### config.mk
export PLATFORM = sky130hd
export DESIGN_NAME = coh_snoop_ctrl
export DESIGN_NICKNAME = d
export VERILOG_FILES = /design/src/rtl/coh_pkg.sv /design/src/rtl/coh_line_store.sv /design/src/rtl/coh_snoop_unit.sv /design/src/rtl/coh_req_fsm.sv /design/src/rtl/coh_snoop_ctrl.sv
export SDC_FILE = /design/constraint.sdc
export NUM_CORES = 1
export LEC_CHECK = 0
export BUFFER_PORTS_ARGS = -buffer_cell sky130_fd_sc_hd__buf_2
export CORE_UTILIZATION = 56
export DETAILED_ROUTE_END_ITERATION = 8
export PLACE_DENSITY = 0.81
export SETUP_SLACK_MARGIN = 0.1
export SYNTH_ARGS = -nofsm -noshare
export SYNTH_HDL_FRONTEND = slang
export SYNTH_SLANG_ARGS = --single-unit
### constraint.sdc
create_clock -name clk -period 3.83 [get_ports clk]
set_input_delay 0.383 -clock clk [delete_from_list [all_inputs] [get_ports clk]]
set_output_delay 0.383 -clock clk [all_outputs]
set_load 0.05 [all_outputs]
### src/rtl/coh_pkg.sv
package coh_pkg;

    typedef enum logic [1:0] {
        ST_I = 2'd0,
        ST_S = 2'd1,
        ST_E = 2'd2,
        ST_M = 2'd3
    } line_st_t;

    typedef enum logic [2:0] {
        BUS_NONE = 3'd0,
        BUS_RD   = 3'd1,
        BUS_RDX  = 3'd2,
        BUS_UPGR = 3'd3,
        BUS_WB   = 3'd4
    } bus_op_t;

    typedef enum logic [1:0] {
        F_IDLE = 2'd0,
        F_WB   = 2'd1,
        F_FILL = 2'd2,
        F_UPG  = 2'd3
    } req_fsm_t;

    function automatic logic st_valid(line_st_t s);
        return s != ST_I;
    endfunction

    function automatic logic st_owned(line_st_t s);
        return (s == ST_E) || (s == ST_M);
    endfunction

endpackage

### src/rtl/coh_line_store.sv
module coh_line_store
    import coh_pkg::*;
#(
    parameter int IDX_W  = 2,
    parameter int TAG_W  = 6,
    parameter int DATA_W = 16
) (
    input  logic              clk,
    input  logic              rst,
    // processor-side port: read plus full-entry write
    input  logic [IDX_W-1:0]  p_idx,
    output logic [TAG_W-1:0]  p_tag,
    output line_st_t          p_st,
    output logic [DATA_W-1:0] p_data,
    input  logic              p_we,
    input  logic [TAG_W-1:0]  p_wtag,
    input  line_st_t          p_wst,
    input  logic [DATA_W-1:0] p_wdata,
    // snoop-side port: read plus state-only write
    input  logic [IDX_W-1:0]  s_idx,
    output logic [TAG_W-1:0]  s_tag,
    output line_st_t          s_st,
    output logic [DATA_W-1:0] s_data,
    input  logic              s_we,
    input  line_st_t          s_wst
);
    localparam int LINES = 1 << IDX_W;

    logic [TAG_W-1:0]  tag_q  [LINES];
    line_st_t          st_q   [LINES];
    logic [DATA_W-1:0] data_q [LINES];

    assign p_tag  = tag_q[p_idx];
    assign p_st   = st_q[p_idx];
    assign p_data = data_q[p_idx];
    assign s_tag  = tag_q[s_idx];
    assign s_st   = st_q[s_idx];
    assign s_data = data_q[s_idx];

    always_ff @(posedge clk) begin
        if (rst) begin
            for (int i = 0; i < LINES; i++) begin
                tag_q[i]  <= '0;
                st_q[i]   <= ST_I;
                data_q[i] <= '0;
            end
        end else begin
            if (p_we) begin
                tag_q[p_idx]  <= p_wtag;
                st_q[p_idx]   <= p_wst;
                data_q[p_idx] <= p_wdata;
            end
            // snoop port has priority on the state field
            if (s_we) st_q[s_idx] <= s_wst;
        end
    end

    // an invalidating snoop leaves the line invalid on the next cycle
    a_r8_snoop_inval_lands: assert property (@(posedge clk) disable iff (rst)
        (s_we && s_wst == ST_I) |=> (st_q[$past(s_idx)] == ST_I));

endmodule

### src/rtl/coh_snoop_unit.sv
module coh_snoop_unit
    import coh_pkg::*;
#(
    parameter int TAG_W  = 6,
    parameter int DATA_W = 16
) (
    input  logic              clk,
    input  logic              rst,
    input  logic              snp_valid,
    input  logic [2:0]        snp_op,
    input  logic [TAG_W-1:0]  snp_tag,
    input  logic [TAG_W-1:0]  s_tag,
    input  line_st_t          s_st,
    input  logic [DATA_W-1:0] s_data,
    output logic              snp_shared,
    output logic              snp_flush,
    output logic [DATA_W-1:0] snp_flush_data,
    output logic              s_we,
    output line_st_t          s_wst
);
    logic hit, is_rd, is_rdx, is_upg;

    assign hit    = snp_valid && st_valid(s_st) && (s_tag == snp_tag);
    assign is_rd  = snp_op == BUS_RD;
    assign is_rdx = snp_op == BUS_RDX;
    assign is_upg = snp_op == BUS_UPGR;

    always_comb begin
        snp_shared     = hit && is_rd;
        snp_flush      = hit && (s_st == ST_M) && (is_rd || is_rdx);
        snp_flush_data = s_data;
        s_we           = 1'b0;
        s_wst          = s_st;
        if (hit && is_rd && st_owned(s_st)) begin
            s_we  = 1'b1;
            s_wst = ST_S;
        end else if (hit && (is_rdx || is_upg)) begin
            s_we  = 1'b1;
            s_wst = ST_I;
        end
    end

    // data is only ever flushed from a dirty line
    a_r8_flush_from_dirty: assert property (@(posedge clk) disable iff (rst)
        snp_flush |-> (snp_valid && s_st == ST_M));

endmodule

### src/rtl/coh_req_fsm.sv
module coh_req_fsm
    import coh_pkg::*;
#(
    parameter int ADDR_W = 8,
    parameter int IDX_W  = 2,
    parameter int DATA_W = 16
) (
    input  logic              clk,
    input  logic              rst,
    input  logic              cpu_valid,
    input  logic              cpu_write,
    input  logic [ADDR_W-1:0] cpu_addr,
    input  logic [DATA_W-1:0] cpu_wdata,
    output logic              cpu_ready,
    output logic [DATA_W-1:0] cpu_rdata,
    input  logic              snp_block,
    output logic              bus_req_valid,
    output logic [2:0]        bus_req_op,
    output logic [ADDR_W-1:0] bus_req_addr,
    output logic [DATA_W-1:0] bus_req_data,
    input  logic              bus_gnt,
    input  logic [DATA_W-1:0] bus_rsp_data,
    input  logic              bus_rsp_shared,
    input  logic [ADDR_W-IDX_W-1:0] p_tag,
    input  line_st_t          p_st,
    input  logic [DATA_W-1:0] p_data,
    output logic              p_we,
    output logic [ADDR_W-IDX_W-1:0] p_wtag,
    output line_st_t          p_wst,
    output logic [DATA_W-1:0] p_wdata
);
    localparam int TAG_W = ADDR_W - IDX_W;

    req_fsm_t cur, nxt;
    logic [TAG_W-1:0] ctag;
    logic [IDX_W-1:0] cidx;
    logic hit;

    assign ctag      = cpu_addr[ADDR_W-1:IDX_W];
    assign cidx      = cpu_addr[IDX_W-1:0];
    assign hit       = st_valid(p_st) && (p_tag == ctag);
    assign cpu_rdata = p_data;

    always_comb begin
        nxt           = cur;
        cpu_ready     = 1'b0;
        bus_req_valid = 1'b0;
        bus_req_op    = BUS_NONE;
        bus_req_addr  = cpu_addr;
        bus_req_data  = '0;
        p_we          = 1'b0;
        p_wtag        = p_tag;
        p_wst         = p_st;
        p_wdata       = p_data;
        unique case (cur)
            F_IDLE: if (cpu_valid && !snp_block) begin
                if (hit && (!cpu_write || st_owned(p_st))) begin
                    cpu_ready = 1'b1;
                    if (cpu_write) begin
                        p_we    = 1'b1;
                        p_wst   = ST_M;
                        p_wdata = cpu_wdata;
                    end
                end else if (hit) begin
                    nxt = F_UPG;
                end else if (p_st == ST_M) begin
                    nxt = F_WB;
                end else begin
                    nxt = F_FILL;
                end
            end
            F_WB: if (p_st != ST_M) begin
                nxt = F_IDLE;              // demoted by a snoop: now clean
            end else begin
                bus_req_valid = 1'b1;
                bus_req_op    = BUS_WB;
                bus_req_addr  = {p_tag, cidx};
                bus_req_data  = p_data;
                if (bus_gnt) begin
                    p_we  = 1'b1;
                    p_wst = ST_I;
                    nxt   = F_IDLE;
                end
            end
            F_FILL: begin
                bus_req_valid = 1'b1;
                bus_req_op    = cpu_write ? BUS_RDX : BUS_RD;
                if (bus_gnt) begin
                    p_we    = 1'b1;
                    p_wtag  = ctag;
                    p_wdata = bus_rsp_data;
                    p_wst   = cpu_write ? ST_M : (bus_rsp_shared ? ST_S : ST_E);
                    nxt     = F_IDLE;
                end
            end
            F_UPG: if (!(hit && p_st == ST_S)) begin
                nxt = F_IDLE;              // lost the copy: retry as a miss
            end else begin
                bus_req_valid = 1'b1;
                bus_req_op    = BUS_UPGR;
                if (bus_gnt) begin
                    p_we  = 1'b1;
                    p_wst = ST_M;
                    nxt   = F_IDLE;
                end
            end
            default: nxt = F_IDLE;
        endcase
    end

    always_ff @(posedge clk) begin
        if (rst) cur <= F_IDLE;
        else     cur <= nxt;
    end

    a_r12_busy_not_ready: assert property (@(posedge clk) disable iff (rst)
        (cur != F_IDLE) |-> !cpu_ready);
    a_r6_hit_no_bus: assert property (@(posedge clk) disable iff (rst)
        cpu_ready |-> !bus_req_valid);
    a_r5_upgrade_from_shared: assert property (@(posedge clk) disable iff (rst)
        (bus_req_valid && bus_req_op == BUS_UPGR) |-> (p_st == ST_S));
    a_r9_wb_only_dirty: assert property (@(posedge clk) disable iff (rst)
        (bus_req_valid && bus_req_op == BUS_WB) |-> (p_st == ST_M));

endmodule

### src/rtl/coh_snoop_ctrl.sv
module coh_snoop_ctrl
    import coh_pkg::*;
#(
    parameter int ADDR_W = 8,
    parameter int IDX_W  = 2,
    parameter int DATA_W = 16
) (
    input  logic              clk,
    input  logic              rst,
    input  logic              cpu_valid,
    input  logic              cpu_write,
    input  logic [ADDR_W-1:0] cpu_addr,
    input  logic [DATA_W-1:0] cpu_wdata,
    output logic              cpu_ready,
    output logic [DATA_W-1:0] cpu_rdata,
    output logic              bus_req_valid,
    output logic [2:0]        bus_req_op,
    output logic [ADDR_W-1:0] bus_req_addr,
    output logic [DATA_W-1:0] bus_req_data,
    input  logic              bus_gnt,
    input  logic [DATA_W-1:0] bus_rsp_data,
    input  logic              bus_rsp_shared,
    input  logic              snp_valid,
    input  logic [2:0]        snp_op,
    input  logic [ADDR_W-1:0] snp_addr,
    output logic              snp_shared,
    output logic              snp_flush,
    output logic [DATA_W-1:0] snp_flush_data
);
    localparam int TAG_W = ADDR_W - IDX_W;

    logic [TAG_W-1:0]  p_tag, p_wtag, s_tag;
    line_st_t          p_st, p_wst, s_st, s_wst;
    logic [DATA_W-1:0] p_data, p_wdata, s_data;
    logic              p_we, s_we, snp_block;

    assign snp_block = snp_valid && (snp_addr[IDX_W-1:0] == cpu_addr[IDX_W-1:0]);

    coh_line_store #(.IDX_W(IDX_W), .TAG_W(TAG_W), .DATA_W(DATA_W)) u_store (
        .clk(clk), .rst(rst),
        .p_idx(cpu_addr[IDX_W-1:0]), .p_tag(p_tag), .p_st(p_st), .p_data(p_data),
        .p_we(p_we), .p_wtag(p_wtag), .p_wst(p_wst), .p_wdata(p_wdata),
        .s_idx(snp_addr[IDX_W-1:0]), .s_tag(s_tag), .s_st(s_st), .s_data(s_data),
        .s_we(s_we), .s_wst(s_wst)
    );

    coh_snoop_unit #(.TAG_W(TAG_W), .DATA_W(DATA_W)) u_snoop (
        .clk(clk), .rst(rst),
        .snp_valid(snp_valid), .snp_op(snp_op), .snp_tag(snp_addr[ADDR_W-1:IDX_W]),
        .s_tag(s_tag), .s_st(s_st), .s_data(s_data),
        .snp_shared(snp_shared), .snp_flush(snp_flush), .snp_flush_data(snp_flush_data),
        .s_we(s_we), .s_wst(s_wst)
    );

    coh_req_fsm #(.ADDR_W(ADDR_W), .IDX_W(IDX_W), .DATA_W(DATA_W)) u_fsm (
        .clk(clk), .rst(rst),
        .cpu_valid(cpu_valid), .cpu_write(cpu_write), .cpu_addr(cpu_addr),
        .cpu_wdata(cpu_wdata), .cpu_ready(cpu_ready), .cpu_rdata(cpu_rdata),
        .snp_block(snp_block),
        .bus_req_valid(bus_req_valid), .bus_req_op(bus_req_op),
        .bus_req_addr(bus_req_addr), .bus_req_data(bus_req_data),
        .bus_gnt(bus_gnt), .bus_rsp_data(bus_rsp_data), .bus_rsp_shared(bus_rsp_shared),
        .p_tag(p_tag), .p_st(p_st), .p_data(p_data),
        .p_we(p_we), .p_wtag(p_wtag), .p_wst(p_wst), .p_wdata(p_wdata)
    );

    // a snoop on the same line index always stalls the processor side
    a_r11_snoop_stalls_cpu: assert property (@(posedge clk) disable iff (rst)
        snp_block |-> !cpu_ready);
    // a granted transaction is one this controller asked for
    a_r12_gnt_needs_req: assert property (@(posedge clk) disable iff (rst)
        (bus_gnt && !snp_valid) |-> (bus_req_valid || !cpu_valid || cpu_ready || !$past(cpu_valid)));

endmodule

==> Word-level counts from Yosys, hierarchy flattened <==
Memory sizes are Yosys's and may differ from the RTL's.
Index checks and enable logic that the tools add are counted.
{ "op_classes": {"eq_ne": 17, "mux": 71, "reduce_logical": 27} }
{ "ops": {"columns": ["cell", "n"], "rows": [
  ["two-way mux 16 bit", 7],
  ["two-way mux 2 bit", 27],
  ["one-hot mux 16 bit (2 select lines)", 1],
  ["two-way mux 1 bit", 25],
  ["two-way mux 6 bit", 3],
  ["two-way mux 8 bit", 2],
  ["one-hot mux 2 bit (4 select lines)", 2],
  ["OR reduction 16 bit", 1],
  ["== test 2 bit, second input constant", 6],
  ["== test 6 bit", 2],
  ["logical AND 1 bit", 12],
  ["one-hot mux 3 bit (3 select lines)", 1],
  ["== test 3 x 2 -> 1 bit, second input constant", 2],
  ["OR reduction 6 bit", 1],
  ["logical OR 1 bit", 5],
  ["== test 2 x 1 -> 1 bit, second input constant", 2],
  ["!= test 2 bit, second input constant", 2],
  ["one-hot mux 1 bit (4 select lines)", 1],
  ["nonzero test 2 bit", 2],
  ["OR reduction 2 bit", 2],
  ["== test 3 x 1 -> 1 bit, second input constant", 1],
  ["two-way mux 3 bit", 1],
  ["one-hot mux 1 bit (3 select lines)", 1],
  ["== test 2 bit", 1],
  ["other kinds (4)", 5]
]} }
{ "totals": {"reg_bits": 2, "mem_bits_rw": 96, "input_bits": 58, "out_inout_bits": 63, "elab_cells": 119, "memories": 3} }
{ "memory_table": {"columns": ["memory", "words", "word_bits", "read_ports", "rd_clocked_by_memory_dff", "write_ports", "line_no", "rtl"], "rows": [
  ["u_store.data_q", 4, 16, 2, 0, 4, "coh_line_store.sv:31", "logic [DATA_W-1:0] data_q [LINES];"],
  ["u_store.tag_q", 4, 6, 2, 0, 4, "coh_line_store.sv:29", "logic [TAG_W-1:0] tag_q [LINES];"],
  ["u_store.st_q", 4, 2, 2, 0, 4, "coh_line_store.sv:30", "line_st_t st_q [LINES];"]
]} }

==> Longest topological paths before layout <==
An unclocked memory read counts as a cell.
{ "logic_depth": {"depth_word": 13, "ltp_mapped": 10, "ltp_nobuf": 7} }

==> Modules after synthesis <==
From an unflattened synthesis, not the netlist that was laid out.
{ "hier_totals": {"hier_cells": 580, "area_unflattened_um2": 6735.2} }
{ "modules_own_cells": {"columns": ["mod", "instances", "cells_each", "area_per_inst_um2", "seq_area_each_um2"], "rows": [
  ["coh_line_store", 1, 291, 4957.3, 2882.8],
  ["coh_req_fsm", 1, 249, 1475.2, 40.0],
  ["coh_snoop_unit", 1, 37, 279.0, 0.0],
  ["coh_snoop_ctrl", 1, 3, 23.8, 0.0]
]} }

==> Worst setup path after synthesis <==
No wires, ideal clock.
{ "synth_path": {"path_type": "input to output", "from": "input port cpu_addr[0]", "to": "output port cpu_ready", "arrival_time_ns": 3.391, "required_ns": 3.447, "setup_slack_ns": 0.056, "path_stages": 6, "path_cell_list": "buf_4 mux4_2 xnor2_1 o2111ai_1 clkbuf_1 nor4_1"} }
{ "synth_via": {"elab_chain_len": 8, "word_cells_on_any_way": 17, "cone_classes": "eq/ne: 4; mux: 3; reduce/logical: 8; memory: 2"} }
{ "synth_lines": {"columns": ["item", "line_no", "rtl"], "rows": [
  ["from (decl)", "coh_snoop_ctrl.sv:12", "input logic [ADDR_W-1:0] cpu_addr,"],
  ["memory (4 x 2 bit)", null, null],
  ["== test 2 bit", "coh_pkg.sv:30", "return (s == ST_E) || (s == ST_M);"],
  ["logical OR 1 bit", "coh_pkg.sv:30", null],
  ["logical OR 1 bit", "coh_req_fsm.sv:57", "if (hit && (!cpu_write || st_owned(p_st))) begin"],
  ["logical AND 1 bit", "coh_req_fsm.sv:57", null],
  ["two-way mux 1 bit", "coh_req_fsm.sv:57", null],
  ["two-way mux 1 bit *", "coh_req_fsm.sv:56", "F_IDLE: if (cpu_valid && !snp_block) begin"],
  ["two-way mux 1 bit *", "coh_req_fsm.sv:55", "unique case (cur)"],
  ["to (decl)", "coh_snoop_ctrl.sv:14", "output logic cpu_ready,"]
]} }
Every way passes the cells marked *; elsewhere a longest branch is shown, timed or not.

==> Worst setup path after layout <==
{ "layout_path": {"from": "register u_fsm.cur[0]", "to": "output port cpu_ready"} }
{ "layout_via": {"elab_chain_len": 2} }
{ "layout_lines": {"columns": ["item", "line_no", "rtl"], "rows": [
  ["from (decl)", "coh_req_fsm.sv:34", "req_fsm_t cur, nxt;"],
  ["from (signal assigned)", "coh_req_fsm.sv:113", "else cur <= nxt;"],
  ["zero test 2 bit", "coh_req_fsm.sv:55", null],
  ["two-way mux 1 bit", "coh_req_fsm.sv:55", null]
]} }
Every way passes these cells.

==> run_results.csv <==
group,metric,value,unit
run_status,status,"finished, final reports clean",
critical_path,required,3.45,ns
logic_synthesis,synth_xor_xnor_area_share,2.38,%
logic_synthesis,ys_types,53,
logic_synthesis,synthCells,539,
job,max_cap_viol_count,0,
cts,clk_path_buf_depth,2,
logic_synthesis,syn_nets,597,
routing,via_per_inst,6.73,
sta,finalSetupTns,0,ns
cts,clk_pin_slew_worst_paths,0.10,ns
logic_synthesis,syn_area_per_cell,11.6,µm²
finish,stdcell_area,7320,µm²
sta,drv_slew,0,
routing,dr.pass1.iters,6,
routing,dr_wl_met2,8960,µm
routing,wirelength,18200,µm
routing,drt.antenna.violating_nets,0,
die,std_cell_rows,38,
cts,holdBufCountCts,0,
routing,drc,0,
routing,dr.max_layer_used,"met4",
place,port_buffers,120,
finish,antenna_cells,0,
sta,fin_crit_sh,90.6,%
finish,area_growth,17.1,%
global_routing,antenna_found_initial,0,
critical_path,slowest_delay,1.09,ns
place,routabilityCongestion,0.973,
routing,drt_iter0_drc,584,
cts,clkSinkCount,98,
logic_synthesis,synthAdderAreaFrac,0,%
die,design.core.area,10800,µm²
sta,fmax,0.288,GHz
logic_synthesis,async_flop_share,0,%
global_routing,grt_usage,32.7,%
power,peakVddDrop,0.193,mV
sta,period_needed,3.47,ns
cts,postCtsResizedCells,0,
global_routing,grt_overflow,0,
routing,routedWlPerCell,22.8,µm
logic_synthesis,yosys_warnings,0,
sta,rsz0062_at_grt,"false",
sta,hold_ws,0.458,ns
critical_path,arrival,3.09,ns
critical_path,worstSetupEndpointType,"output pin",
logic_synthesis,synth_edf_count,96,
cts,htreeDepth,3,
critical_path,crit_fanout,18,
logic_synthesis,synth-compound-area-share,12.3,%
global_routing,grt_max_degree,24,
sta,tightest_slew,1.34,ns
logic_synthesis,synth-main-ff-cell,"edfxtp_1",
place,placed_area,7100,µm²
cts,clk_latency,0.38,ns
cts,numCtsBuffers,9,
critical_path,critPathSlowestCell,"nor2_1",
worst_hold_path,hold_class,"in -> reg",
die,dieArea,11600,µm²
die,ios,121,
die,die_w,108,µm
sta,clock-skew-final,0.0150,ns
sta,setup_violations,0,
cts,cts_setup_buffers,0,
logic_synthesis,yosysSeqAreaShare,46.7,%
sta,hold_violations,0,
routing,wl_met3,2270,µm
routing,wl_met1,6240,µm
logic_synthesis,synth-simple-area-share,16.7,%
finish,drive_gt1_share,34.8,%
die,die_h,108,µm
cts,cts_root_buf,"clkbuf_8",
power,p_per_area,370,nW/µm²
critical_path,worstPathCellList,"nor2_1, nand3_1, nor4_2, buf_2",
place,hpwlAfterDp,12800,µm
routing,vias,5389,
logic_synthesis,synth_mux_area_share,18.2,%
power,p_leak,2.92,nW
cts,cts_tree,"done",
logic_synthesis,ys_seq_elements,98,
die,start_util,57.7,%
global_routing,grt_pass1_vias,5178,
logic_synthesis,syn-cell-area,6250,µm²
critical_path,timing.setup.critical_path_class,"reg -> out",
finish,final_nets,714,
logic_synthesis,synth_top_family_by_area,"multiplexers",
sta,max-slew-margin-rel,10.1,%
critical_path,startpoint_type,"register",
global_routing,grt_first_pass_wirelength,27500,µm
final timing paths:
path	slack (ns)	to	cells after the start	start
hold / removal	0.46	u_store.tag_q[3][1]	3	cpu_addr[3]
setup / recovery	0.36	cpu_ready	4	u_fsm.cur[0]
setup reg to reg	0.50	u_store.data_q[2][11]	7	u_fsm.cur[0]
hold reg to reg	1.00	u_store.tag_q[3][0]	3	u_store.tag_q[0][0]
cells in the mapped netlist, types with 9 or more instances:
library cell | count | area, µm²
xnor2_1 | 14 | 123
nor2_1 | 97 | 364
and2_1 | 17 | 106
nor4_1 | 17 | 106
a311oi_2 | 10 | 150
inv_1 | 9 | 33.8
mux2i_1 | 10 | 100
clkbuf_1 | 29 | 109
nand2_1 | 49 | 184
edfxtp_1 | 96 | 2880
nand3_1 | 15 | 75.1
a22o_1 | 28 | 245
mux4_2 | 46 | 1040
critical path: cells and delay by family, from the launching register on:
family / cells / cell delay, ns
AND/OR/NAND/NOR: 3 / 1.88
flip-flops: 1 / 0.50
buffers and inverters: 1 / 0.33
registers in the layout, indices dropped and copies added, names as in the netlist:
signal / cells
u_store.st_q: 8
u_fsm.cur: 2
u_store.tag_q: 24
u_store.data_q: 64
metrics by stage:
step	setup slack (ns)	power [mW]	cells	utilization, %
after floorplan	0.280	1.77	539	-
after global placement	0.416	1.95	785	65.5
after detailed placement	0.330	1.97	785	65.5
after CTS	0.433	2.70	801	67.5
after global routing	0.265	2.78	801	67.5
final	0.360	2.71	801	67.5
power by group:
group | switching, mW | internal [mW] | total [mW]
registers | 0.0292 | 1.23 | 1.25
clock network | 0.364 | 0.388 | 0.752
logic | 0.472 | 0.234 | 0.705
cell type report:
cell class	instances	area (µm²)
Clock inverter	4	76.3
Inverter	11	41.3
Fill cell	801	3520
Tap cell	140	175
Clock buffer	12	145
Timing Repair Buffer	151	846
Multi-Input combinational cell	385	3120
Sequential cell	98	2920
kinds of logic after synthesis:
group	Yosys count
and+or+nand+nor	227
xor gates and xnor gates	17
AOI/OAI and AO/OA	85
DFF	98
buffers and inverters	56
muxes	56
placed cells by master, fill, tap and decap left out, types with 3 or more instances in the layout:
cell type  instances
mux2i_1           10
buf_2            120
and2_1            17
nand4_1            3
nor3b_1            5
edfxtp_1          96
o21ai_1            5
a311oi_1           5
nand3_1           15
inv_1              9
xor2_1             3
nor4_1            16
nor2b_1            5
nand2_1           49
mux4_2            46
clkbuf_8          10
buf_4             30
nor2_1            97
xnor2_1           14
a22o_1            28
o2111ai_2          4
o21ai_0            4
a21oi_1            6
a311oi_2          10
nor3_1             7
and3_1             3
layer usage:
metal  up-vias  track usage (%)
met3        85             6.30
li1       2307                -
met5         -                0
met1      2543             41.2
met4         0             16.6
met2       454             53.8
Note: power is estimated with default switching activity, not from simulation.
